`src/rtl/ord_pkg.sv`:
```
package ord_pkg;

  typedef enum logic [1:0] {
    OP_DATA  = 2'd0,
    OP_FENCE = 2'd1,
    OP_ACQ   = 2'd2,
    OP_REL   = 2'd3
  } op_kind_e;

  // Operations that travel on to memory and occupy a counter slot
  function automatic logic goes_to_mem(op_kind_e k);
    return k != OP_FENCE;
  endfunction

  // Whether the head operation of a given kind may be accepted
  function automatic logic may_accept(op_kind_e k, logic empty, logic full,
                                      logic acq_wait);
    logic ok;
    ok = !acq_wait;
    unique case (k)
      OP_DATA:  ok = ok && !full;
      OP_FENCE: ok = ok && empty;
      OP_ACQ:   ok = ok && !full;
      OP_REL:   ok = ok && empty && !full;
      default:  ok = 1'b0;
    endcase
    return ok;
  endfunction

endpackage

```
`src/rtl/ord_counter.sv`:
```
module ord_counter #(
  parameter int CNT_W = 4
) (
  input  logic             clk,
  input  logic             rst_n,
  input  logic             inc,
  input  logic             dec,
  output logic [CNT_W-1:0] cnt,
  output logic             empty,
  output logic             full
);
  localparam logic [CNT_W-1:0] CNT_MAX = {CNT_W{1'b1}};

  function automatic logic [CNT_W-1:0] step(logic [CNT_W-1:0] c, logic up,
                                            logic down);
    logic take;
    take = down && (c != '0);
    if (up && !take)      return c + 1'b1;
    else if (!up && take) return c - 1'b1;
    else                  return c;
  endfunction

  logic [CNT_W-1:0] cnt_q;

  always_ff @(posedge clk) begin
    if (!rst_n) cnt_q <= '0;
    else        cnt_q <= step(cnt_q, inc, dec);
  end

  assign cnt   = cnt_q;
  assign empty = (cnt_q == '0);
  assign full  = (cnt_q == CNT_MAX);
endmodule

```
`src/rtl/ord_acq_track.sv`:
```
module ord_acq_track (
  input  logic clk,
  input  logic rst_n,
  input  logic acq_sent,
  input  logic acq_back,
  output logic acq_wait
);
  logic wait_q;

  always_ff @(posedge clk) begin
    if (!rst_n)        wait_q <= 1'b0;
    else if (acq_sent) wait_q <= 1'b1;
    else if (acq_back) wait_q <= 1'b0;
  end

  assign acq_wait = wait_q;
endmodule

```
`src/rtl/ord_rules.sv`:
```
module ord_rules
  import ord_pkg::*;
(
  input  logic [1:0] kind,
  input  logic       empty,
  input  logic       full,
  input  logic       acq_wait,
  output logic       ready,
  output logic       to_mem
);
  op_kind_e k;

  always_comb begin
    k      = op_kind_e'(kind);
    ready  = may_accept(k, empty, full, acq_wait);
    to_mem = goes_to_mem(k);
  end
endmodule

```
`src/rtl/ord_gate.sv`:
```
module ord_gate
  import ord_pkg::*;
#(
  parameter int CNT_W = 4
) (
  input  logic       clk,
  input  logic       rst_n,
  input  logic       op_valid,
  input  logic [1:0] op_kind,
  output logic       op_ready,
  output logic       mem_issue,
  input  logic       cpl_valid,
  input  logic [1:0] cpl_kind,
  output logic       ord_done,
  output logic [1:0] ord_kind
);
  // Named internal events, visible to the bound checker
  logic [CNT_W-1:0] cnt_q;
  logic             cnt_empty;
  logic             cnt_full;
  logic             acq_wait;
  logic             to_mem;
  logic             accept;
  logic             fence_fire;
  logic             acq_sent;
  logic             acq_back;
  logic             sync_back;

  ord_rules u_rules (
    .kind     (op_kind),
    .empty    (cnt_empty),
    .full     (cnt_full),
    .acq_wait (acq_wait),
    .ready    (op_ready),
    .to_mem   (to_mem)
  );

  assign accept     = op_valid && op_ready;
  assign mem_issue  = accept && to_mem;
  assign fence_fire = accept && (op_kind == OP_FENCE);
  assign acq_sent   = accept && (op_kind == OP_ACQ);
  assign acq_back   = cpl_valid && (cpl_kind == OP_ACQ);
  assign sync_back  = cpl_valid && (cpl_kind != OP_DATA);

  ord_counter #(.CNT_W(CNT_W)) u_cnt (
    .clk   (clk),
    .rst_n (rst_n),
    .inc   (mem_issue),
    .dec   (cpl_valid),
    .cnt   (cnt_q),
    .empty (cnt_empty),
    .full  (cnt_full)
  );

  ord_acq_track u_acq (
    .clk      (clk),
    .rst_n    (rst_n),
    .acq_sent (acq_sent),
    .acq_back (acq_back),
    .acq_wait (acq_wait)
  );

  assign ord_done = fence_fire || sync_back;
  assign ord_kind = fence_fire ? OP_FENCE : cpl_kind;
endmodule

```
`config.mk`:
```
export PLATFORM = sky130hd
export DESIGN_NAME = ord_gate
export DESIGN_NICKNAME = d
export VERILOG_FILES = /design/src/rtl/ord_pkg.sv /design/src/rtl/ord_counter.sv /design/src/rtl/ord_acq_track.sv /design/src/rtl/ord_rules.sv /design/src/rtl/ord_gate.sv
export SDC_FILE = /design/constraint.sdc
export NUM_CORES = 1
export LEC_CHECK = 0
export CAP_MARGIN = 10
export CORE_AREA = 3 3 40 42
export CTS_BUF_LIST = sky130_fd_sc_hd__clkbuf_8
export DETAILED_ROUTE_END_ITERATION = 8
export DIE_AREA = 0 0 43 45
export PLACE_DENSITY_LB_ADDON = 0.05
export SLEW_MARGIN = 20
export SYNTH_ARGS = -nofsm -noshare
export SYNTH_HDL_FRONTEND = slang
export SYNTH_SLANG_ARGS = --single-unit
```
`constraint.sdc`:
```
create_clock -name clk -period 2.3 [get_ports clk]
set_input_delay 0.23 -clock clk [delete_from_list [all_inputs] [get_ports clk]]
set_output_delay 0.23 -clock clk [all_outputs]
set_load 0.03 [all_outputs]
```
## Word-level counts from Yosys, hierarchy flattened

Cells that the tools add are included.

- Output and inout port bits: 5
- Bits in registers: 5
- Bits of input ports: 8
- Word-level logic and storage cells: 40

- Equality and inequality tests: 6
- Multiplexer cells: 6
- Reductions and logical operators: 24
- Add/sub/neg operators: 2

Operators by type and width:

| kind | count |
|---|---|
| $logic_and 1x1->1 | 12 |
| $mux 4 | 2 |
| $eq 2x2->1 const B | 3 |
| $reduce_bool 2->1 | 3 |
| $add 4x1->4 const B | 1 |
| $eq 4x4->1 const B | 1 |
| $logic_not 1->1 | 4 |
| $logic_not 4->1 | 1 |
| $reduce_bool 4->1 | 1 |
| $sub 4x1->4 const B | 1 |
| $pmux 1 s3 | 1 |
| $eq 2x1->1 const B | 1 |
| $logic_not 2->1 | 1 |
| $mux 1 | 2 |
| $mux 2 | 1 |
| $ne 2x1->1 const B | 1 |
| $reduce_or 2->1 | 1 |
| $logic_or 1x1->1 | 1 |

## Longest topological paths before layout

Gate-level depths: netlist of run 1.

- Depth after elaboration: 10
- Depth in mapped cells: 10
- Gate-level depth less buffers: 10

## Modules after synthesis

A second synthesis of run 1 with hierarchy kept.

- Cells, all modules: 44
- Area total of the unflattened synthesis: 400.4 µm²

By module, submodules not included:

| module | cells an instance | area each (µm²) | times used | sequential area each (µm²) |
|---|---|---|---|---|
| ord_counter | 29 | 271.5 | 1 | 80.1 |
| ord_gate | 9 | 55.1 | 1 | 0.0 |
| ord_acq_track | 3 | 41.3 | 1 | 20.0 |
| ord_rules | 3 | 32.5 | 1 | 0.0 |

## Worst setup path before layout of run 1

OpenSTA, ideal clock, no wires.

- Path type: reg-to-reg
- Start point: register u_cnt.cnt_q[2] (netlist: u_cnt.cnt[2])
- End point: register u_cnt.cnt_q[3] (netlist: u_cnt.cnt[3])
- Library setup time: 0.072 ns
- Path slack: -0.626 ns
- Arrival time: 2.854 ns
- Data required time: 2.228 ns
- Buffers on the path: 0
- Stages on the path, launching flop included: 11
- Clock period less this slack: 2.926 ns
- Cells stage by stage: dfxtp_1 > nor4_2 > nand2_1 > a2111oi_2 > ha_1 > inv_1 > ha_1 > a21oi_1 > a211oi_1 > a31oi_1 > mux2i_1

- Cells in the longest elaborated chain, start to end: 9
- Elaborated cells on any way between the ends: 20
- Those cells by class: add/sub (2); eq/ne (1); mux (3); reduce/logical (14)

RTL lines:

| element | RTL line | source |
|---|---|---|
| from (decl) | ord_counter.sv:23 | `logic [CNT_W-1:0] cnt_q;` |
| from (signal assigned) | ord_counter.sv:27 | `else cnt_q <= step(cnt_q, inc, dec);` |
| $eq 4x4->1 / $logic_not 4->1 (equally long branches) | ord_counter.sv:32, ord_counter.sv:31 |  |
| $logic_not 1->1 / $logic_and 1x1->1 (equally long branches) | -- |  |
| $logic_and 1x1->1 (on tied branches) | ord_pkg.sv:24, ord_pkg.sv:21, ord_pkg.sv:23 |  |
| $pmux 1 s3 (*) | ord_pkg.sv:20 | `unique case (k)` |
| $logic_and 1x1->1 (*) | ord_gate.sv:38 | `assign accept = op_valid && op_ready;` |
| $logic_and 1x1->1 (*) | ord_gate.sv:39 | `assign mem_issue = accept && to_mem;` |
| via mem_issue | ord_gate.sv:11 | `output logic mem_issue,` |
| $logic_not 1->1 | ord_counter.sv:19 | `else if (!up && take) return c - 1'b1;` |
| $logic_and 1x1->1 | ord_counter.sv:19 |  |
| $reduce_bool 2->1 (no line) | -- |  |

Mark *: on every way through the listed nets, which the timed path passes. The rest lies on a longest branch. The select of a mux whose other input is x is not followed.
A chain may end at the register's enable or synchronous reset.

## Worst setup path after layout of run 1

- Start point: register u_cnt.cnt_q[2] (netlist: u_cnt.cnt[2])
- End point: register u_cnt.cnt_q[3] (netlist: u_cnt.cnt[3])

- Cells in the longest elaborated chain, start to end: 9
- Elaborated cells on any way between the ends: 20
- Those cells by class: add/sub (2); eq/ne (1); mux (3); reduce/logical (14)

RTL lines:

| element | RTL line |
|---|---|
| $eq 4x4->1 / $logic_not 4->1 (equally long branches) | ord_counter.sv:32, ord_counter.sv:31 |
| $logic_not 1->1 / $logic_and 1x1->1 (equally long branches) | -- |
| $logic_and 1x1->1 (on tied branches) | ord_pkg.sv:24, ord_pkg.sv:21, ord_pkg.sv:23 |
| $pmux 1 s3 | ord_pkg.sv:20 |
| $logic_and 1x1->1 | ord_gate.sv:38 |
| $logic_and 1x1->1 | ord_gate.sv:39 |
| $logic_not 1->1 | ord_counter.sv:19 |
| $logic_and 1x1->1 | ord_counter.sv:19 |
| $reduce_bool 2->1 (no line) | -- |

Several ways; a longest one is shown, not always the timed one. The select of a mux whose other input is x is not followed.

==> out/metrics.cfg, run 1 <==
[routing]
wl_um = 1110
detail_route.iter0.violations = 5
dr_total_vias = 446
avgRoutedWirePerCell_um = 12.1
ant_nets = 0
dr.pass1.iters = 2
viasPerCell = 4.85
drc = 0

[layout]
fin_nets = 90
fin_cells = 92
layout_common_cells = 16 x buf_4, 10 x clkdlybuf4s50_1, 7 x nand2_1
drive_gt1_share_pct = 41.6
n_fill_cell = 117
area_growth_pct = 88.0
multi_input_area_um2 = 354
final_common_cell = buf_4
ff_latch_area_um2 = 108
diodes = 0

[run_status]
status = finished, violations left
violations = setup timing

[setup_path]
cp.required_ps = 2450
arrival_ps = 2510
crit_path_end_kind = flop
cp_num_buf_inv = 1
worstSetupPathType = flop to flop
crit_family = compound AO/OA/AOI/OAI gates
worst_setup_path_start_kind = flop
crit_slowest_cell = dfxtp_4
path_cells = nor4_4, nand2_1, a2111oi_4, ha_2, inv_2, ha_4, a21oi_4, a211oi_2, a31oi_1, mux2i_1
worst_path_largest_cell_delay_ps = 360
crit_fanout = 5

[synthesis]
ys_types = 25
netlist_instances = 47
synth-edff-count = 0
ys_seq_area_share_pct = 24.7
ys_async_sr_fraction_pct = 0
ys.flop_type = dfxtp_1
yosysWarnings = 0
syn-num-nets = 59
ys_ff_latch = 5
syn_area_um2 = 405
synth.avg_cell_area_um2 = 8.63

[place]
pre_cts_ws_ps = -317
hpwlAfterDp_um = 880
port_buffers = 12
gp_congestion = 0.828
dp_cells = 83

[power]
seqPwrFrac_pct = 17.2
p_sw_share_pct = 37.9
p_leak_nw = 0.322
pwr-share-clk_pct = 15.5
comb_power_share_pct = 67.2
cellPowerDensity_mw_per_mm2 = 1310
p_int_mw = 0.619
ir_drop_mv = 0.766
power.switching_mw = 0.378
finalPower_mw = 0.997

[die]
die_area_mm2 = 0.00194
initial_core_util_pct = 31.5
ios = 13
die_w_um = 43
rows = 13
core_mm2 = 0.00128
fp.dieH_um = 45

[timing]
clock.fmax_mhz = 423
slew_violations = 0
max_slew_margin_pct = 79.5
fin_crit_ps = 2370
fin_tns_setup_ps = -83.6
finalHoldViolCount = 0
tightest_slew_ps = 307
period_share_pct = 103
setup_slack_ps = -65.8
clock_skew_ps = 0.315
setup_viol = 2
rsz0062_at_grt = yes
hold_ws_ps = 626

[min_path]
holdCritPathClass = flop to flop

[clock_tree]
root_buffer = clkbuf_8
worst_skew_pair.late_latency_ps = 220
cts_tree = yes
clock_sinks = 5
cts_buffer_depth = 2
ctsHoldBuffers = 0
htree_levels = 1
numCtsBuffers = 3
path_clk_slew_ps = 30

[flow_run]
drv_cap = 0

[grt]
grt_pass1_wl_um = 1950
overflow = 0
grt_pass1_vias = 449
grt_use_total_pct = 13.8
grt_antenna_before_repair = 0
grt_max_degree = 7

==> cell type report <==
type / instances / area share (%)
repair buffers: 27 / 30.0
well taps: 15 / 2.46
clock inverters: 1 / 0.493
flip-flops and latches: 5 / 14.1
multi-input cells: 39 / 46.5
inverters: 2 / 0.985
clock buffers: 3 / 5.42
==> kinds of logic (layout without fill, tap and decap cells) <==
kind of cell / after synthesis / in the layout / synth area share (%)
flip-flops: 5 / 5 / 24.7
XOR/XNOR: 2 / 2 / 4.32
multiplexers: 2 / 2 / 4.94
adder cells (fa/ha/maj): 4 / 4 / 14.2
buffers and inverters: 3 / 33 / 2.78
AO/OA/AOI/OAI: 9 / 9 / 17.3
AND/OR/NAND/NOR: 22 / 22 / 31.8
==> worst min-delay path, delay by kind of cell, from the launching register on <==
kind	cells	cell delay (ps)
buffers and inverters	1	150
DFF	1	320
muxes	1	50
and+or+nand+nor	1	50
==> metrics by stage <==
step	utilization (%)	cell area, um2
after CTS	57.6	741
after global routing	59.3	762
after floorplan	-	459
final	59.3	762
after detailed placement	51.9	667
after global placement	51.9	667
==> state kept, by name (all words and copies together) (netlist names) <==
signal,count
u_acq.acq_wait,1
u_cnt.cnt,4
==> cells in the mapped netlist (2+ instances only) <==
cell type / instances / area [um2]
nand2_1: 7 / 26.3
dfxtp_1: 5 / 100
and2_1: 4 / 25.0
ha_1: 3 / 37.5
o21ai_0: 3 / 15.0
inv_1: 2 / 7.51
mux2i_1: 2 / 20.0
nand2b_1: 2 / 12.5
nor2_1: 2 / 7.51
xnor2_1: 2 / 17.5
==> power groups by stage <==
stage	Clock [mW]	Sequential, mW	Combinational [mW]
global route	0.171	0.178	0.725
finish	0.155	0.172	0.670
global placement	0	0.168	0.597
CTS	0.160	0.169	0.664
detailed placement	0	0.170	0.609
floorplan	0	0.187	0.382
==> layer usage <==
| layer | global-route usage, % | wire length [um] | part of all wire [%] | vias to the layer above |
|---|---|---|---|---|
| met4 | 10.8 | 25 | 2.3 | 0 |
| met2 | 22.2 | 507 | 46 | 15 |
| met3 | 3.19 | 66 | 5.9 | 4 |
| met1 | 16.0 | 510 | 46 | 199 |
| li1 | - | - | - | 228 |
| met5 | 0 | 0 | 0 | - |
==> timing repair <==
action,4_1_cts,5_1_grt
setup buffers,3,2
endpoints found under the setup margin,3,3
pin swaps,2,6
endpoints found under the hold margin,0,0
gates resized for setup,2,3
gates cloned,0,0
==> final timing paths <==
check,cells after the start,slack [ps],endpoint,start
worst max-delay path,10,-70,u_cnt.cnt[3],u_cnt.cnt[2]
worst min-delay path,3,630,u_cnt.cnt[3],u_cnt.cnt[3]
worst max register to register,10,-70,u_cnt.cnt[3],u_cnt.cnt[2]
worst min register to register,3,630,u_cnt.cnt[3],u_cnt.cnt[3]
No activity file was read; power rests on OpenSTA's default activity.
==> inputs of run 2 (changes only) <==
--- a/config.mk
+++ b/config.mk
@@ -5,6 +5,7 @@
 export SDC_FILE = /design/constraint.sdc
 export NUM_CORES = 1
 export LEC_CHECK = 0
+export ABC_AREA = 1
 export CAP_MARGIN = 10
 export CORE_AREA = 3 3 40 42
 export CTS_BUF_LIST = sky130_fd_sc_hd__clkbuf_8
==> run 2 against run 1 <==
Effect of this change:
- the run now ends clean
- via count fell by 6.1%
- synthesized area fell by 1.9%
- final area down 11%
- sequential share of layout area is 0.69 points higher
- setup slack improved by 200 ps
- critical endpoint is now ord_done
==> out/metrics.cfg, run 2 <==
[place]
port_buffers = 12
gp_congestion = 0.746
hpwlAfterDp_um = 758

[clock_tree]
worst_skew_pair.late_latency_ps = 220
htree_levels = 1
numCtsBuffers = 3
cts_setup_buffers = 0
clock_sinks = 5
cts_tree = yes
cts_buffer_depth = 2
root_buffer = clkbuf_8
path_clk_slew_ps = 40

[die]
die_area_mm2 = 0.00194
core_mm2 = 0.00128
initial_core_util_pct = 31.0
rows = 13
ios = 13
fp.dieH_um = 45
die_w_um = 43

[timing]
finalHoldViolCount = 0
setup_viol = 0
clock_skew_ps = 2.19
slew_violations = 0
period_share_pct = 94.1
hold_ws_ps = 482
fin_tns_setup_ps = 0
max_slew_margin_pct = 79.1
clock.fmax_mhz = 462
tightest_slew_ps = 314
fin_crit_ps = 2170
rsz0062_at_grt = yes

[power]
finalPower_mw = 0.702
comb_power_share_pct = 56.1
seqPwrFrac_pct = 21.8
cellPowerDensity_mw_per_mm2 = 1040
ir_drop_mv = 0.630
p_int_mw = 0.420
power.switching_mw = 0.282
p_leak_nw = 0.344
pwr-share-clk_pct = 22.0
p_sw_share_pct = 40.1

[setup_path]
worstSetupPathType = input pin to output port
crit_fanout = 2
crit_path_end_kind = output port
arrival_ps = 1940
cp.required_ps = 2070
worst_setup_path_start_kind = input pin

[synthesis]
synth.avg_cell_area_um2 = 6.74
synth.largest_area_cell = dfxtp_1
ys_types = 17
ys_async_sr_fraction_pct = 0
netlist.area_leader.share_pct = 25.2
ys.flop_type = dfxtp_1
synth-edff-count = 0
ys_seq_area_share_pct = 25.2
syn_area_um2 = 398
synth.most_common_cell = nand2_1
netlist_instances = 59
yosysWarnings = 0
yosys-top-cells-count = 13 x nand2_1, 10 x nor2_1, 8 x inv_1
synthTopCellsByArea = dfxtp_1 25%, nand2_1 12%, ha_1 9.4%
syn-num-nets = 71
ys_ff_latch = 5

[routing]
viasPerCell = 4.28
detail_route.iter0.violations = 7
drc = 0
ant_nets = 0
avgRoutedWirePerCell_um = 9.65
wl_um = 946
dr.pass1.iters = 2
dr_total_vias = 419

[layout]
layout_common_cells = 13 x nand2_1, 10 x clkdlybuf4s50_1, 9 x nor2_1, 9 x inv_1, 8 x buf_4
drive_gt1_share_pct = 22.9
largest_reg_flops = 4
diodes = 0
fin_nets = 96
final_common_cell = nand2_1
area_growth_pct = 69.8
final_util_pct = 52.6
n_fill_cell = 135

[flow_run]
drv_cap = 0

[grt]
grt_pass1_vias = 401
overflow = 0
grt_pass1_wl_um = 1640
grt_use_total_pct = 11.3
grt_antenna_before_repair = 0
grt_max_degree = 6

[min_path]
holdCritPathClass = flop to flop

[run_status]
status = completed

-- run 2: cell families after synthesis --
logic type,count (synthesis),share of synthesized area [%]
xor gates and xnor gates,3,6.60
DFF,5,25.2
and+or+nand+nor,31,34.6
AOI/OAI and AO/OA,8,11.6
adders and majority gates,4,14.5
buffers and inverters,8,7.55
-- run 2: worst max-delay path, cell delays in order --
cell and delay [ps]:
clkdlybuf4s50_1 430, buf_4 150, nand2_1 90, buf_4 120
and2_4 130, nand3_2 60, nand2_1 60, clkdlybuf4s50_1 660
-- run 2: path summary, 6_finish.rpt --
kind | from | to | slack (ps) | depth (start not counted)
setup / recovery | op_kind[0] | ord_done | 130 | 8
hold / removal | u_acq.acq_wait | u_acq.acq_wait | 480 | 2
setup reg to reg | u_cnt.cnt[0] | u_cnt.cnt[2] | 250 | 11
hold reg to reg | u_acq.acq_wait | u_acq.acq_wait | 480 | 2
-- run 2: repair_timing --
item	4_1_cts	5_1_grt
gates resized for setup	0	6
hold buffers	0	0
endpoints found under the setup margin	0	4
-- run 2: layout make-up --
cell class / count / area, um2 / share of cell area, %
Clock inverter: 1 / 3.75 / 0.556
Multi-Input combinational cell: 46 / 297 / 43.9
Clock buffer: 3 / 41.3 / 6.11
Inverter: 8 / 30.0 / 4.44
Timing Repair Buffer: 20 / 185 / 27.4
Sequential cell: 5 / 100 / 14.8
Tap cell: 15 / 18.8 / 2.78
-- run 2: power groups by stage --
stage,registers [mW],clock network (mW),logic (mW)
global placement,0.152,0,0.365
finish,0.153,0.155,0.394
detailed placement,0.152,0,0.363
floorplan,0.143,0,0.249
CTS,0.151,0.160,0.367
global route,0.159,0.165,0.452
-- run 2: per-layer routing --
layer / routed length (um) / vias to the layer above / global-route usage, %
met5: 0 / - / 0
met4: 0 / 0 / 7.23
met3: 37 / 0 / 1.20
met2: 394 / 6 / 14.7
met1: 514 / 178 / 17.3
li1: - / 235 / -
-- run 2: through the flow --
stage | cell area (um2) | setup WS [ps] | std cells
final | 676 | 135 | 98
after global routing | 676 | -27.8 | 98
after CTS | 644 | 77.3 | 98
after detailed placement | 599 | -112 | 94
after global placement | 599 | -101 | 94
after floorplan | 400 | 131 | 59
